--- config.mk ---
export PLATFORM = sky130hd
export DESIGN_NAME = dds_regwr_seq
export DESIGN_NICKNAME = d
export VERILOG_FILES = /design/src/rtl/dds_seq_pkg.sv /design/src/rtl/dds_wr_expand.sv /design/src/rtl/dds_init_script.sv /design/src/rtl/dds_regwr_seq.sv
export SDC_FILE = /design/constraint.sdc
export NUM_CORES = 1
export LEC_CHECK = 0
export BUFFER_PORTS_ARGS = -buffer_cell sky130_fd_sc_hd__buf_2
export CAP_MARGIN = 40
export CORE_UTILIZATION = 40
export CTS_CLUSTER_SIZE = 30
export DETAILED_ROUTE_END_ITERATION = 8
export GPL_TIMING_DRIVEN = 0
export PLACE_DENSITY = 0.65
export SETUP_SLACK_MARGIN = 0.02
export SLEW_MARGIN = 25
export SYNTH_ARGS = -nofsm -noshare
export SYNTH_HDL_FRONTEND = slang
export SYNTH_SLANG_ARGS = --single-unit
--- constraint.sdc ---
create_clock -name clk -period 1.88 [get_ports clk]
set_clock_uncertainty 0.05 [all_clocks]
set_input_delay 0.282 -clock clk [delete_from_list [all_inputs] [get_ports clk]]
set_output_delay 0.282 -clock clk [all_outputs]
set_load 0.02 [all_outputs]
--- src/rtl/dds_seq_pkg.sv ---
package dds_seq_pkg;

  typedef enum logic [1:0] {
    LT_EXT  = 2'd0,
    LT_BAND = 2'd1,
    LT_DATA = 2'd2,
    LT_CTRL = 2'd3
  } latch_sel_e;

  localparam int unsigned REG_ADDR_W  = 6;
  localparam int unsigned STROBE_BIT  = 6;
  localparam int unsigned RESET_BIT   = 7;
  localparam int unsigned WR_STEPS    = 4;
  localparam int unsigned STEP_W      = $clog2(WR_STEPS);

  typedef struct packed {
    latch_sel_e  sel;
    logic [7:0]  value;
    logic [7:0]  mask;
  } latch_op_t;

  typedef struct packed {
    logic                  is_reg;
    latch_op_t             raw;
    logic [REG_ADDR_W-1:0] addr;
    logic [7:0]            data;
  } script_item_t;

endpackage

--- src/rtl/dds_wr_expand.sv ---
module dds_wr_expand
  import dds_seq_pkg::*;
(
  input  logic [REG_ADDR_W-1:0] addr,
  input  logic [7:0]            data,
  input  logic [STEP_W-1:0]     step,
  output latch_op_t             op
);
  localparam logic [7:0] STROBE_HI = 8'(1) << STROBE_BIT;

  logic [7:0] addr_byte;
  assign addr_byte = {{(8-REG_ADDR_W){1'b0}}, addr};

  always_comb begin
    op.mask = 8'hFF;
    unique case (step)
      2'd0: begin op.sel = LT_DATA; op.value = data;                  end
      2'd1: begin op.sel = LT_CTRL; op.value = addr_byte | STROBE_HI; end
      2'd2: begin op.sel = LT_CTRL; op.value = addr_byte;             end
      default: begin op.sel = LT_CTRL; op.value = STROBE_HI;          end
    endcase
  end
endmodule

--- src/rtl/dds_init_script.sv ---
module dds_init_script
  import dds_seq_pkg::*;
#(
  parameter int unsigned AMP_MULT = 4095,
  parameter int unsigned IDX_W    = 4
)(
  input  logic [IDX_W-1:0] idx,
  output script_item_t     item
);
  localparam logic [15:0] AMP_WORD   = 16'(AMP_MULT);
  localparam logic [7:0]  STROBE_HI  = 8'(1) << STROBE_BIT;
  localparam logic [7:0]  RESET_HI   = 8'(1) << RESET_BIT;
  localparam int unsigned N_CLEAR    = 4;
  localparam int unsigned N_RAW      = N_CLEAR + 2;
  localparam int unsigned N_SETUP    = 3;
  localparam int unsigned N_AMP_CH   = 2;

  latch_sel_e clear_sel [N_CLEAR];
  assign clear_sel[0] = LT_BAND;
  assign clear_sel[1] = LT_CTRL;
  assign clear_sel[2] = LT_DATA;
  assign clear_sel[3] = LT_EXT;

  logic [REG_ADDR_W-1:0] reg_addr [N_SETUP + 2*N_AMP_CH];
  logic [7:0]            reg_data [N_SETUP + 2*N_AMP_CH];

  assign reg_addr[0] = 6'h1D; assign reg_data[0] = 8'h10;
  assign reg_addr[1] = 6'h1E; assign reg_data[1] = 8'h20;
  assign reg_addr[2] = 6'h20; assign reg_data[2] = 8'h60;

  for (genvar ch = 0; ch < N_AMP_CH; ch++) begin : g_amp
    assign reg_addr[N_SETUP + 2*ch]     = 6'(6'h21 + 2*ch);
    assign reg_data[N_SETUP + 2*ch]     = AMP_WORD[15:8];
    assign reg_addr[N_SETUP + 2*ch + 1] = 6'(6'h22 + 2*ch);
    assign reg_data[N_SETUP + 2*ch + 1] = AMP_WORD[7:0];
  end

  always_comb begin
    item            = '0;
    item.raw.sel    = LT_EXT;
    item.raw.mask   = 8'hFF;
    if (int'(idx) < N_CLEAR) begin
      item.raw.sel   = clear_sel[idx[1:0]];
      item.raw.value = 8'h00;
    end else if (int'(idx) == N_CLEAR) begin
      item.raw.sel   = LT_CTRL;
      item.raw.value = RESET_HI | STROBE_HI;
    end else if (int'(idx) == N_CLEAR + 1) begin
      item.raw.sel   = LT_CTRL;
      item.raw.value = STROBE_HI;
    end else if (int'(idx) < N_RAW + N_SETUP + 2*N_AMP_CH) begin
      item.is_reg = 1'b1;
      item.addr   = reg_addr[3'(int'(idx) - N_RAW)];
      item.data   = reg_data[3'(int'(idx) - N_RAW)];
    end
  end
endmodule

--- src/rtl/dds_regwr_seq.sv ---
module dds_regwr_seq
  import dds_seq_pkg::*;
#(
  parameter int unsigned ADDR_IN_W = 8,
  parameter int unsigned AMP_MULT  = 4095
)(
  input  logic                 clk,
  input  logic                 rst_n,
  input  logic                 init_req,
  output logic                 init_done,
  input  logic                 wr_valid,
  output logic                 wr_ready,
  input  logic [ADDR_IN_W-1:0] wr_addr,
  input  logic [7:0]           wr_data,
  output logic                 lw_valid,
  input  logic                 lw_ready,
  output logic [1:0]           lw_sel,
  output logic [7:0]           lw_value,
  output logic [7:0]           lw_mask
);
  localparam int unsigned N_ITEMS = 13;
  localparam int unsigned IDX_W   = $clog2(N_ITEMS);
  localparam logic [STEP_W-1:0] LAST_STEP = STEP_W'(WR_STEPS - 1);

  typedef enum logic [1:0] {S_IDLE, S_INIT, S_HOST} state_e;

  state_e                state_q;
  logic [IDX_W-1:0]      idx_q;
  logic [STEP_W-1:0]     step_q;
  logic [REG_ADDR_W-1:0] host_addr_q;
  logic [7:0]            host_data_q;

  logic unused_addr_hi;
  assign unused_addr_hi = ^wr_addr[ADDR_IN_W-1:REG_ADDR_W];

  script_item_t item;
  latch_op_t    exp_op, cur_op;
  logic [REG_ADDR_W-1:0] exp_addr;
  logic [7:0]            exp_data;

  dds_init_script #(.AMP_MULT(AMP_MULT), .IDX_W(IDX_W)) u_script (
    .idx  (idx_q),
    .item (item)
  );

  assign exp_addr = (state_q == S_INIT) ? item.addr : host_addr_q;
  assign exp_data = (state_q == S_INIT) ? item.data : host_data_q;

  dds_wr_expand u_expand (
    .addr (exp_addr),
    .data (exp_data),
    .step (step_q),
    .op   (exp_op)
  );

  assign cur_op   = (state_q == S_INIT && !item.is_reg) ? item.raw : exp_op;
  assign lw_valid = (state_q != S_IDLE);
  assign lw_sel   = cur_op.sel;
  assign lw_value = cur_op.value;
  assign lw_mask  = cur_op.mask;

  logic hs, item_last_step, last_item;
  assign hs             = lw_valid && lw_ready;
  assign item_last_step = (state_q == S_INIT && !item.is_reg) || (step_q == LAST_STEP);
  assign last_item      = (idx_q == IDX_W'(N_ITEMS - 1));
  assign wr_ready       = (state_q == S_IDLE) && init_done && !init_req;

  always_ff @(posedge clk or negedge rst_n) begin
    if (!rst_n) begin
      state_q     <= S_IDLE;
      init_done   <= 1'b0;
      idx_q       <= '0;
      step_q      <= '0;
      host_addr_q <= '0;
      host_data_q <= '0;
    end else begin
      unique case (state_q)
        S_IDLE: begin
          if (init_req) begin
            state_q   <= S_INIT;
            init_done <= 1'b0;
            idx_q     <= '0;
            step_q    <= '0;
          end else if (wr_valid && wr_ready) begin
            state_q     <= S_HOST;
            host_addr_q <= wr_addr[REG_ADDR_W-1:0];
            host_data_q <= wr_data;
            step_q      <= '0;
          end
        end
        S_INIT: begin
          if (hs) begin
            if (item_last_step) begin
              step_q <= '0;
              if (last_item) begin
                state_q   <= S_IDLE;
                init_done <= 1'b1;
              end else begin
                idx_q <= idx_q + 1'b1;
              end
            end else begin
              step_q <= step_q + 1'b1;
            end
          end
        end
        default: begin
          if (hs) begin
            if (step_q == LAST_STEP) begin
              state_q <= S_IDLE;
              step_q  <= '0;
            end else begin
              step_q <= step_q + 1'b1;
            end
          end
        end
      endcase
    end
  end

  // offered operation is frozen under back-pressure
  p_hold_op_r7: assert property (@(posedge clk) disable iff (!rst_n)
    lw_valid && !lw_ready |=> lw_valid && $stable({lw_sel, lw_value, lw_mask}));

  // no host write can be taken before initialisation completes
  p_ready_gate_r5: assert property (@(posedge clk) disable iff (!rst_n)
    !init_done |-> !wr_ready);

  // a simultaneous init request wins over a write request
  p_init_wins_r6: assert property (@(posedge clk) disable iff (!rst_n)
    init_req && wr_valid && !lw_valid |=> lw_valid && !init_done && lw_sel == 2'(LT_BAND));

  // init_done only rises right after an accepted control-latch operation
  p_done_after_op_r10: assert property (@(posedge clk) disable iff (!rst_n)
    $rose(init_done) |-> $past(lw_valid && lw_ready && lw_sel == 2'(LT_CTRL)));

  // host port is closed while a sequence is on the latch port
  p_busy_closed_r9: assert property (@(posedge clk) disable iff (!rst_n)
    lw_valid |-> !wr_ready);

  // every latch operation replaces the whole byte
  p_full_mask_r2: assert property (@(posedge clk) disable iff (!rst_n)
    lw_valid |-> lw_mask == 8'hFF);

  // an init request during a host write does not clear init_done
  p_busy_ignores_init_r8: assert property (@(posedge clk) disable iff (!rst_n)
    lw_valid && init_done && init_req |=> init_done);

endmodule

### Yosys cells after proc, flatten, opt, wreduce, memory -nomap -nowiden

Memories as Yosys holds them, arrays and structs flattened.
Index checks and enable logic that the tools add are counted.

| word-level totals | value |
|---|---|
| RAM bits | 0 |
| ROM bits | 112 |
| latch bits | 0 |
| flip-flop bits (word level) | 23 |
| word-level logic and storage cells | 97 |
| output and inout port bits | 21 |
| memories kept | 2 |

| cells by class | value |
|---|---|
| bitwise logic cells | 3 |
| equal/unequal tests | 13 |
| divide/modulo/power cells | 0 |
| add/sub/neg operators | 3 |
| shifts and indexed selects | 0 |
| magnitude comparators | 4 |
| reductions and logical operators | 19 |
| mux-type cells | 47 |
| multiply operators | 0 |

Memory list:

| memory | depth | width | rd ports | clocked after Yosys merged registers in | wr ports | RTL line | source |
|---|---|---|---|---|---|---|---|
| (no name shown) | 8 | 8 | 1 | 0 | 0 | dds_init_script.sv:54 | `item.data = reg_data[3'(int'(idx) - N_RAW)];` |
| (no name shown) | 8 | 6 | 1 | 0 | 0 | dds_init_script.sv:53 | `item.addr = reg_addr[3'(int'(idx) - N_RAW)];` |

Operator list:

| operator | count |
|---|---|
| $mux W14 | 4 |
| $mux W10 | 3 |
| $mux W2 | 15 |
| $pmux W9 S3 | 1 |
| $mux W8 | 3 |
| $mux W18 | 1 |
| $mux W6 | 3 |
| $mux W4 | 4 |
| $ne A2 B2 Y1 const B | 5 |
| $reduce_and A5 Y1 | 2 |
| $eq A4 B3 Y1 const B | 2 |
| $mux W1 | 8 |
| $pmux W2 S2 | 2 |
| $pmux W4 S2 | 1 |
| $reduce_and A3 Y1 | 2 |
| $reduce_and A6 Y1 | 1 |
| $reduce_bool A2 Y1 | 3 |
| $logic_and A1 B1 Y1 | 5 |
| $add A4 B1 Y4 const B | 1 |
| $bmux W2 S2 | 1 |
| $eq A2 B1 Y1 const B | 2 |
| $eq A2 B2 Y1 const B | 2 |
| $eq A4 B4 Y1 const B | 1 |
| $ge A4 B4 Y1 const B | 1 |
| 14 further kinds | 16 |

### Longest topological paths before layout

Gate-level depths: netlist (run 1).

| logic depth | value |
|---|---|
| depth after elaboration | 12 |
| depth in mapped cells | 7 |

### Modules after synthesis

From an unflattened synthesis (run 1), not the netlist that was laid out.

| unflattened totals | value |
|---|---|
| cells, all modules | 242 |
| area total of the unflattened synthesis | 2163.3 sq um |

Modules (own cells, without submodules):

| module | area each (sq um) | cells each | instances |
|---|---|---|---|
| dds_regwr_seq | 1527.7 | 157 | 1 |
| dds_init_script | 390.4 | 55 | 1 |
| dds_wr_expand | 245.2 | 30 | 1 |

### Worst setup path after synthesis (run 1)

Ideal clock, no wire load.

| timing path | value |
|---|---|
| path type | register -> output |
| start | register idx_q[1] |
| end | output port lw_value[4] |
| cell stages (with the launch flop) | 8 |
| data required time | 1.548 ns |
| path slack | -0.531 ns |
| arrival time | 2.079 ns |
| path through | dfrtp_1 > inv_1 > ha_1 > nor3b_2 > o21ai_0 > nand2_1 > nand2_1 > o32ai_1 |

| on the way | value |
|---|---|
| word-level cells in the longest chain between the ends | 12 |
| elaborated cells between the ends (all ways) | 28 |
| those cells by class | 1 x add/sub; 2 x order compare; 2 x eq/ne; 18 x mux; 1 x bitwise; 2 x reduce/logical; 2 x memory |

RTL lines:

| what | RTL line | source |
|---|---|---|
| from (decl) | dds_regwr_seq.sv:28 | `logic [IDX_W-1:0] idx_q;` |
| from (signal assigned) | dds_regwr_seq.sv:99 | `idx_q <= idx_q + 1'b1;` |
| $sub A3 B3 Y3 | dds_init_script.sv:53, dds_init_script.sv:54 |  |
| $not A3 Y4 (implied by the code) | dds_init_script.sv:53, dds_init_script.sv:54 |  |
| $mem_v2 Z8 W6 or $mem_v2 Z8 W8 (tied branches) | n/a |  |
| $mux W6 (implied by the code) or $mux W8 (tied branches) (2 in series) | dds_init_script.sv:53, dds_init_script.sv:54 |  |
| $mux W14 | dds_init_script.sv:51 | `end else if (int'(idx) < N_RAW + N_SETUP + 2*N_AMP_CH) begin` |
| $mux W14 | dds_init_script.sv:48 | `end else if (int'(idx) == N_CLEAR + 1) begin` |
| $mux W14 | dds_init_script.sv:45 | `end else if (int'(idx) == N_CLEAR) begin` |
| $mux W14 | dds_init_script.sv:42 | `if (int'(idx) < N_CLEAR) begin` |
| $mux W6 or $mux W8 (tied branches) | dds_regwr_seq.sv:46, dds_regwr_seq.sv:47 |  |
| $pmux W9 S3 | dds_wr_expand.sv:16 | `unique case (step)` |
| $mux W18 (*) | dds_regwr_seq.sv:56 | `assign cur_op = (state_q == S_INIT && !item.is_reg) ? item.raw : exp_op;` |
| to (decl) | dds_regwr_seq.sv:18 | `output logic [7:0] lw_value,` |

Mark *: on every way between the ends. The rest lies on a longest branch, timed or not. The select of a mux whose other input is x is not followed.

### Worst setup path after layout (run 1)

| timing path | value |
|---|---|
| start | register idx_q[0] |
| end | output port lw_value[4] |

Same word-level chain as after synthesis.

==> flow_summary.rst, run 1 <==
.. list-table::
   :header-rows: 1

   * - Metric
     - Value
   * - Worst-path clk slew
     - 80 ps
   * - Initial cell density of the core
     - 42.3%
   * - Run status
     - complete, but fails checks
   * - Initial antenna violation count
     - 0
   * - Floorplan die height
     - 67.7 um
   * - Layout net count
     - 283
   * - RePlAce Congestion
     - 0.896
   * - Maximum level of the CTS H-tree
     - 1
   * - Yosys synthesis warning count
     - 0
   * - Total global-route track usage
     - 20.2%
   * - Vias per Instance
     - 5.30
   * - Fmax achieved
     - 432 MHz
   * - PnR worst setup slack
     - -433 ps
   * - Post-synthesis average cell area
     - 9.28 sq um
   * - Floorplan row count
     - 23
   * - Kind of launch point of the worst setup path
     - flop
   * - Pin count of the biggest net entering global routing
     - 24
   * - Total CTS buffers
     - 3
   * - Count of buffering cells on the critical path with inverters included
     - 2
   * - Commonest cells after routing, fill and taps aside
     - 33 x buf_4, 22 x buf_2, 19 x dfrtp_1
   * - First-pass GRT wire length
     - 6800 um
   * - Type of the worst setup path
     - flop to primary output
   * - Iteration count of the initial detailed-routing pass
     - 5
   * - Violated checks
     - negative setup slack
   * - Clock latency of the later-clocked register in the worst-skew pair
     - 270 ps
   * - TritonCTS clock tree
     - yes
   * - Fill count
     - 335
   * - Number of DRC markers after the initial detailed-route iteration
     - 56
   * - Min-delay worst type
     - input pin to flop
   * - Worst path arrival time
     - 1980 ps
   * - Top fanout value on the critical path
     - 5
   * - Register bit count reported by yosys
     - 23
   * - Vias in the first global route
     - 1399
   * - Critical-path top delay cell
     - dfrtp_2
   * - Clock sink count
     - 23
   * - Number of top-level pins
     - 42
   * - Wire per inst
     - 15.5 um
   * - P_leak
     - 0.00116 uW
   * - Time the final worst path needs with I/O delays and setup
     - 2310 ps
   * - Congestion Overflow GR
     - 0
   * - Actual slew at the worst max-slew pin
     - 522 ps
   * - Antenna cell count
     - 0
   * - Placeable Area
     - 4090 sq um
   * - Final-layout worst hold slack
     - 189 ps
   * - DRC
     - 0
   * - Leading cell type in the layout, fill and taps excluded
     - buf_4
   * - Amount of wire on met2 after detailed routing
     - 2180 um
   * - Predominant post-synthesis flop cell
     - dfrtp_1
   * - Full die area
     - 4580 sq um
   * - Total met3 wirelength after detailed routing
     - 173 um
   * - Total power draw
     - 5060 uW
   * - Critical Path RT
     - 1550 ps
   * - Cells traversed along the worst timing path
     - inv_4 -> ha_4 -> nor3b_4 -> o21ai_4 -> nand2_2 -> nand2_4 -> o32ai_4 -> buf_6
   * - Power per cell area
     - 2020 nW/um^2
   * - Cell family with most CP delay
     - flip-flops
   * - Period utilisation layout
     - 123%
   * - Layout overhead on the synthesized area
     - 45.4%
   * - Proportion of register bits with asynchronous set or reset after synthesis
     - 100%
   * - Netlist area before placement
     - 1730 sq um
   * - Number of failing setup endpoints in the final timing report
     - 12
   * - Sequential fraction of the synthesis area
     - 33.3%
   * - Wire length after detailed routing
     - 4640 um
   * - Delay contributed by the slowest stage of the critical path
     - 470 ps
   * - Bufs on Longest Clock Path
     - 2
   * - Sum of net half-perimeters after detailed placement
     - 3160 um
   * - Max layer used
     - met4
   * - Number of pins with negative max-slew slack in the final report
     - 0
   * - Setup crit end kind
     - primary output
   * - Routed length on met1
     - 2280 um
   * - Master cell of the clock root buffer
     - clkbuf_8
   * - Number of port buffers
     - 31
   * - Antenna violation net count after detailed routing
     - 0
   * - Detailed-route via count
     - 1585
   * - Post-synth EDFFs
     - 0
   * - Number of hold violations in the final report
     - 0
   * - Worst supply voltage drop on vdd
     - 1090 uV
   * - Maxcap violations
     - 0
   * - Fraction of final layout cells with drive strength greater than 1
     - 56.6%
   * - Number of distinct standard cells referenced by the synthesized netlist
     - 50
   * - Headroom to the max-slew limit
     - 65.2%
   * - Die X-Extent
     - 67.7 um
   * - Setup repair after global routing missed its margin
     - yes
   * - Setup TNS Final
     - -3810 ps
   * - Cell count after synthesis
     - 186
per-stage QoR:
stage	instance area [sq um]	std cells	setup WS, ps	utilization (%)
final	2510	299	-433	61.5
after global routing	2510	299	-515	61.5
after CTS	2370	291	-420	57.9
after detailed placement	2110	274	-339	51.7
after global placement	2110	274	-352	51.7
after floorplan	1900	193	-64.4	-
cell families (layout without fill, tap and decap cells):
family                     after synthesis  count (layout)  synth area share [%]
other                                    1               8                 0.217
adders and majority gates               12              12                  8.70
AOI/OAI and AO/OA                       48              48                  18.5
DFF                                     23              23                  33.3
and+or+nand+nor                         59              59                  18.3
buffers and inverters                   27              83                  8.70
muxes                                   16              16                  12.2
registers in the layout (all words and copies together), names as in the netlist:
signal and count:
host_data_q 8, host_addr_q 6, idx_q 4, state_q 2
step_q 2, init_done 1
cells in the mapped netlist (2+ instances only):
master	instances	area, sq um
a21o_1	2	15.0
a21oi_1	10	50.1
a221oi_1	2	17.5
a22o_1	2	17.5
a31oi_1	2	12.5
buf_2	2	10.0
buf_4	8	60.1
buf_6	2	22.5
clkbuf_1	4	15.0
dfrtp_1	23	576
ha_1	12	150
inv_1	8	30.0
inv_2	2	7.51
mux2_2	5	56.3
mux2_4	9	135
mux2i_1	2	20.0
nand2_1	18	67.6
nand3_1	11	55.1
nor2_1	11	41.3
nor2b_1	2	12.5
nor3_1	3	15.0
o211ai_1	5	37.5
o21a_1	2	15.0
o21ai_0	11	55.1
o22ai_1	2	12.5
o32ai_1	2	17.5
repair_timing:
action,in CTS,in global routing
pin swaps,13,12
hold endpoints to repair,23,0
resized for setup,34,28
hold buffers,1,0
setup endpoints to repair,14,16
setup buffers,14,8
area by class of cell:
cell class	count	area [sq um]	share of cell area [%]
buffer	15	115	4.58
inverter	10	42.5	1.69
clock buffer	3	41.3	1.64
multi-input combinational	143	1280	50.8
tap	50	62.6	2.49
timing repair buffer	54	385	15.3
clock inverter	1	7.51	0.299
sequential	23	581	23.1
metal layers:
metal / track usage, % / vias to the layer above
met5: 0 / -
met4: 3.19 / 0
met3: 4.39 / 2
met2: 32.5 / 51
met1: 27.8 / 751
li1: - / 781
report_power, final:
| part | internal (uW) | switching (uW) | total (uW) |
|---|---|---|---|
| combinational | 1820 | 1980 | 3810 |
| sequential | 723 | 216 | 939 |
| clock | 150 | 167 | 317 |
final timing paths:
path | start | to | slack [ps] | cells past startpoint
max | idx_q[0] | lw_value[4] | -430 | 8
min | wr_data[4] | host_data_q[4] | 190 | 2
max reg2reg | idx_q[0] | step_q[1] | -150 | 10
min reg2reg | host_addr_q[3] | host_addr_q[3] | 460 | 1
max in group asynchronous | rst_n | state_q[0] | 940 | 2
min in group asynchronous | rst_n | idx_q[1] | 470 | 2
Power figures use the tool's default switching activity.
==> run 2, diff against run 1 <==
Settings changed: BUFFER_PORTS_ARGS -buffer_cell sky130_fd_sc_hd__buf_2 to unset, DONT_BUFFER_PORTS set to 1, PLACE_DENSITY 0.65 to unset, PLACE_DENSITY_LB_ADDON set to 0.3.
==> flow_summary.rst, run 2 (synthesized netlist as in run 1, its figures left out) <==
.. list-table::
   :header-rows: 1

   * - Metric
     - Value
   * - Run status
     - complete, but fails checks
   * - Violated checks
     - negative setup slack
   * - Worst path arrival time
     - 1970 ps (about the same)
   * - Congestion Overflow GR
     - 0 (unchanged)
   * - Final design utilization
     - 61.7% (+0.21 points)
   * - Total global-route track usage
     - 22.3% (+2.1 points)
   * - Total CTS buffers
     - 3 (unchanged)
   * - Maxcap violations
     - 0 (unchanged)
   * - R2R Path Start
     - idx_q[0]
   * - Setup crit end kind
     - primary output
   * - TritonCTS clock tree
     - yes
   * - Time the final worst path needs with I/O delays and setup
     - 2300 ps (-14.0 ps)
   * - Layout overhead on the synthesized area
     - 45.9%
   * - Initial antenna violation count
     - 0 (unchanged)
   * - DRC
     - 0 (unchanged)
   * - Post-Place Cell Area
     - 1960 sq um (-7.3%)
   * - RePlAce Congestion
     - 0.882 (-1.6%)
   * - Wire per inst
     - 18.6 um (+20%)
   * - Total power draw
     - 5190 uW (+2.5%)
   * - Worst supply voltage drop on vdd
     - 1040 uV (-4.1%)
   * - Switching share of power
     - 49.2% (+2.5 points)
   * - Start point of the critical path
     - idx_q[1]
   * - Master cell of the clock root buffer
     - clkbuf_8
   * - Period utilisation layout
     - 122% (-0.74 points)
   * - Largest registers
     - host_data_q (8), host_addr_q (6), idx_q (4)
   * - Power per cell area
     - 2060 nW/um^2 (+2.1%)
   * - Actual slew at the worst max-slew pin
     - 537 ps (+15.3 ps)
   * - Number of hold violations in the final report
     - 0 (unchanged)
   * - Max FFs per register
     - 8 (unchanged)
   * - Floorplan row count
     - 23 (unchanged)
   * - Internal reg-to-reg setup slack
     - -290 ps (-140 ps)
   * - Fraction of final layout cells with drive strength greater than 1
     - 54.9% (-1.8 points)
   * - Initial cell density of the core
     - 42.3% (unchanged)
   * - Min-delay worst type
     - input pin to flop
   * - Full die area
     - 4580 sq um (unchanged)
   * - Worst reg2reg path endpoint
     - step_q[0]
   * - Type of the worst setup path
     - flop to primary output
   * - Number of pins with negative max-slew slack in the final report
     - 0 (unchanged)
   * - Count of buffering cells on the critical path with inverters included
     - 1 (-1)
   * - Number of DRC markers after the initial detailed-route iteration
     - 162 (+190%)
   * - Fmax achieved
     - 435 MHz (+0.61%)
   * - Setup TNS Final
     - -5290 ps (-1480 ps)
   * - Combinational share of power
     - 74.9% (-0.3 points)
   * - Cells traversed along the worst timing path
     - clkinv_4 -> ha_4 -> nor3b_4 -> o21ai_4 -> nor2_2 -> o22ai_2 -> a21oi_4
   * - Sum of net half-perimeters after detailed placement
     - 3070 um (-3.0%)
   * - Maximum level of the CTS H-tree
     - 1 (unchanged)
   * - Wire length after detailed routing
     - 5140 um (+11%)
   * - PnR worst setup slack
     - -419 ps (+14.0 ps)
   * - Top fanout value on the critical path
     - 5 (unchanged)
   * - Cell family with most CP delay
     - compound AO/OA/AOI/OAI gates
   * - Fraction of power consumed by sequential logic
     - 18.9% (+0.3 points)
   * - Clock network fraction of total power
     - 6.3% (about the same)
   * - Floorplan die height
     - 67.7 um (unchanged)
   * - Critical Path RT
     - 1550 ps (about the same)
   * - Antenna cell count
     - 0 (unchanged)
   * - Number of failing setup endpoints in the final timing report
     - 28 (+16)
   * - Placeable Area
     - 4090 sq um (unchanged)
   * - Clock latency of the later-clocked register in the worst-skew pair
     - 270 ps (about the same)
   * - Setup repair after global routing missed its margin
     - yes
   * - Final-layout worst hold slack
     - 97.5 ps (-91.0 ps)
   * - Kind of launch point of the worst setup path
     - flop
   * - Reg with most FFs
     - host_data_q
   * - Cell-internal power
     - 2630 uW (-2.3%)
   * - P_leak
     - 0.00111 uW (-4.9%)
   * - Iteration count of the initial detailed-routing pass
     - 4 (-1)
   * - Leading cell type in the layout, fill and taps excluded
     - buf_4
   * - Vias in the first global route
     - 1466 (+4.8%)
   * - Post-layout instance area
     - 2520 sq um (+0.35%)
   * - Commonest cells after routing, fill and taps aside
     - 28 x buf_4, 18 x dfrtp_1, 15 x nand2_1
   * - Number of port buffers
     - 0 (-100%)
   * - Layout net count
     - 260 (-8.1%)
   * - Worst-path clk slew
     - 90 ps (about the same)
   * - Delay contributed by the slowest stage of the critical path
     - 420 ps (-50 ps)
   * - Critical-path top delay cell
     - dfrtp_2
   * - Clock sink count
     - 23 (unchanged)
   * - Switching Power
     - 2550 uW (+8.0%)
   * - Antenna violation net count after detailed routing
     - 0 (unchanged)
   * - Worst setup path end
     - lw_value[0]
   * - First-pass GRT wire length
     - 7490 um (+10%)
   * - Detailed-route via count
     - 1576 (-0.57%)
   * - Die X-Extent
     - 67.7 um (unchanged)
   * - Number of top-level pins
     - 42 (unchanged)
   * - Vias per Instance
     - 5.71 (+7.7%)
   * - Bufs on Longest Clock Path
     - 2 (unchanged)
   * - Critical Path Stages
     - 7 (-1)
   * - Headroom to the max-slew limit
     - 63.8% (-1.4 points)
   * - Depth of the most critical reg-to-reg path
     - 10 (unchanged)
   * - Pin count of the biggest net entering global routing
     - 24 (unchanged)
[run 2: changes by cell type in the layout (fill, tap and decap cells not counted), sizes merged]
cell    previous run  this run
clkbuf             6         7
clkinv             0         1
inv               10         9
buf               65        41
[run 2: area by class of cell]
class	count	area, sq um
buffer	15	128
clock buffer	3	41.3
clock inverter	1	7.51
fill	331	1570
inverter	10	47.5
multi-input combinational	143	1370
sequential	23	582
tap	50	62.6
timing repair buffer	31	280
[run 2: worst min-delay path by stage]
stage | startpoint | depth (start not counted) | slack, ps | to
6_report | wr_data[4] | 1 | 100 | host_data_q[4]
3_3_place_gp | rst_n | 0 | -60 | idx_q[2]
2_1_floorplan | rst_n | 0 | -60 | host_addr_q[0]
3_5_place_dp | rst_n | 0 | -60 | idx_q[2]
5_1_grt | wr_addr[0] | 1 | 90 | host_addr_q[0]
4_1_cts | wr_data[4] | 1 | 100 | host_data_q[4]
[run 2: repair_timing]
item,CTS,global route
hold endpoints to repair,23,23
resized for setup,28,43
setup endpoints to repair,22,32
hold buffers,1,1
buffers inserted,15,14
gates cloned,0,1
pin swaps,17,20
[run 2: metrics by stage]
| step | worst slack (ps) | instances |
|---|---|---|
| 3_5_place_dp | -284 | 243 |
| 5_1_grt | -463 | 276 |
| 2_1_floorplan | -64.4 | 193 |
| 6_report | -419 | 276 |
| 3_3_place_gp | -291 | 243 |
| 4_1_cts | -365 | 261 |
[run 2: metal layers]
layer | share of wire (%) | global-route usage [%]
met3 | 5.1 | 5.57
met2 | 48 | 34.4
met4 | 2.8 | 6.65
met1 | 44 | 30.2
met5 | 0 | 0
[run 2: power groups by stage]
| stage | Combinational [uW] | Clock, uW | Sequential [uW] |
|---|---|---|---|
| final | 3880 | 324 | 979 |
| after global placement | 2600 | 0 | 980 |
| after CTS | 3260 | 327 | 956 |
| after global routing | 4110 | 348 | 1000 |
| after detailed placement | 2640 | 0 | 986 |
| after floorplan | 2240 | 0 | 909 |
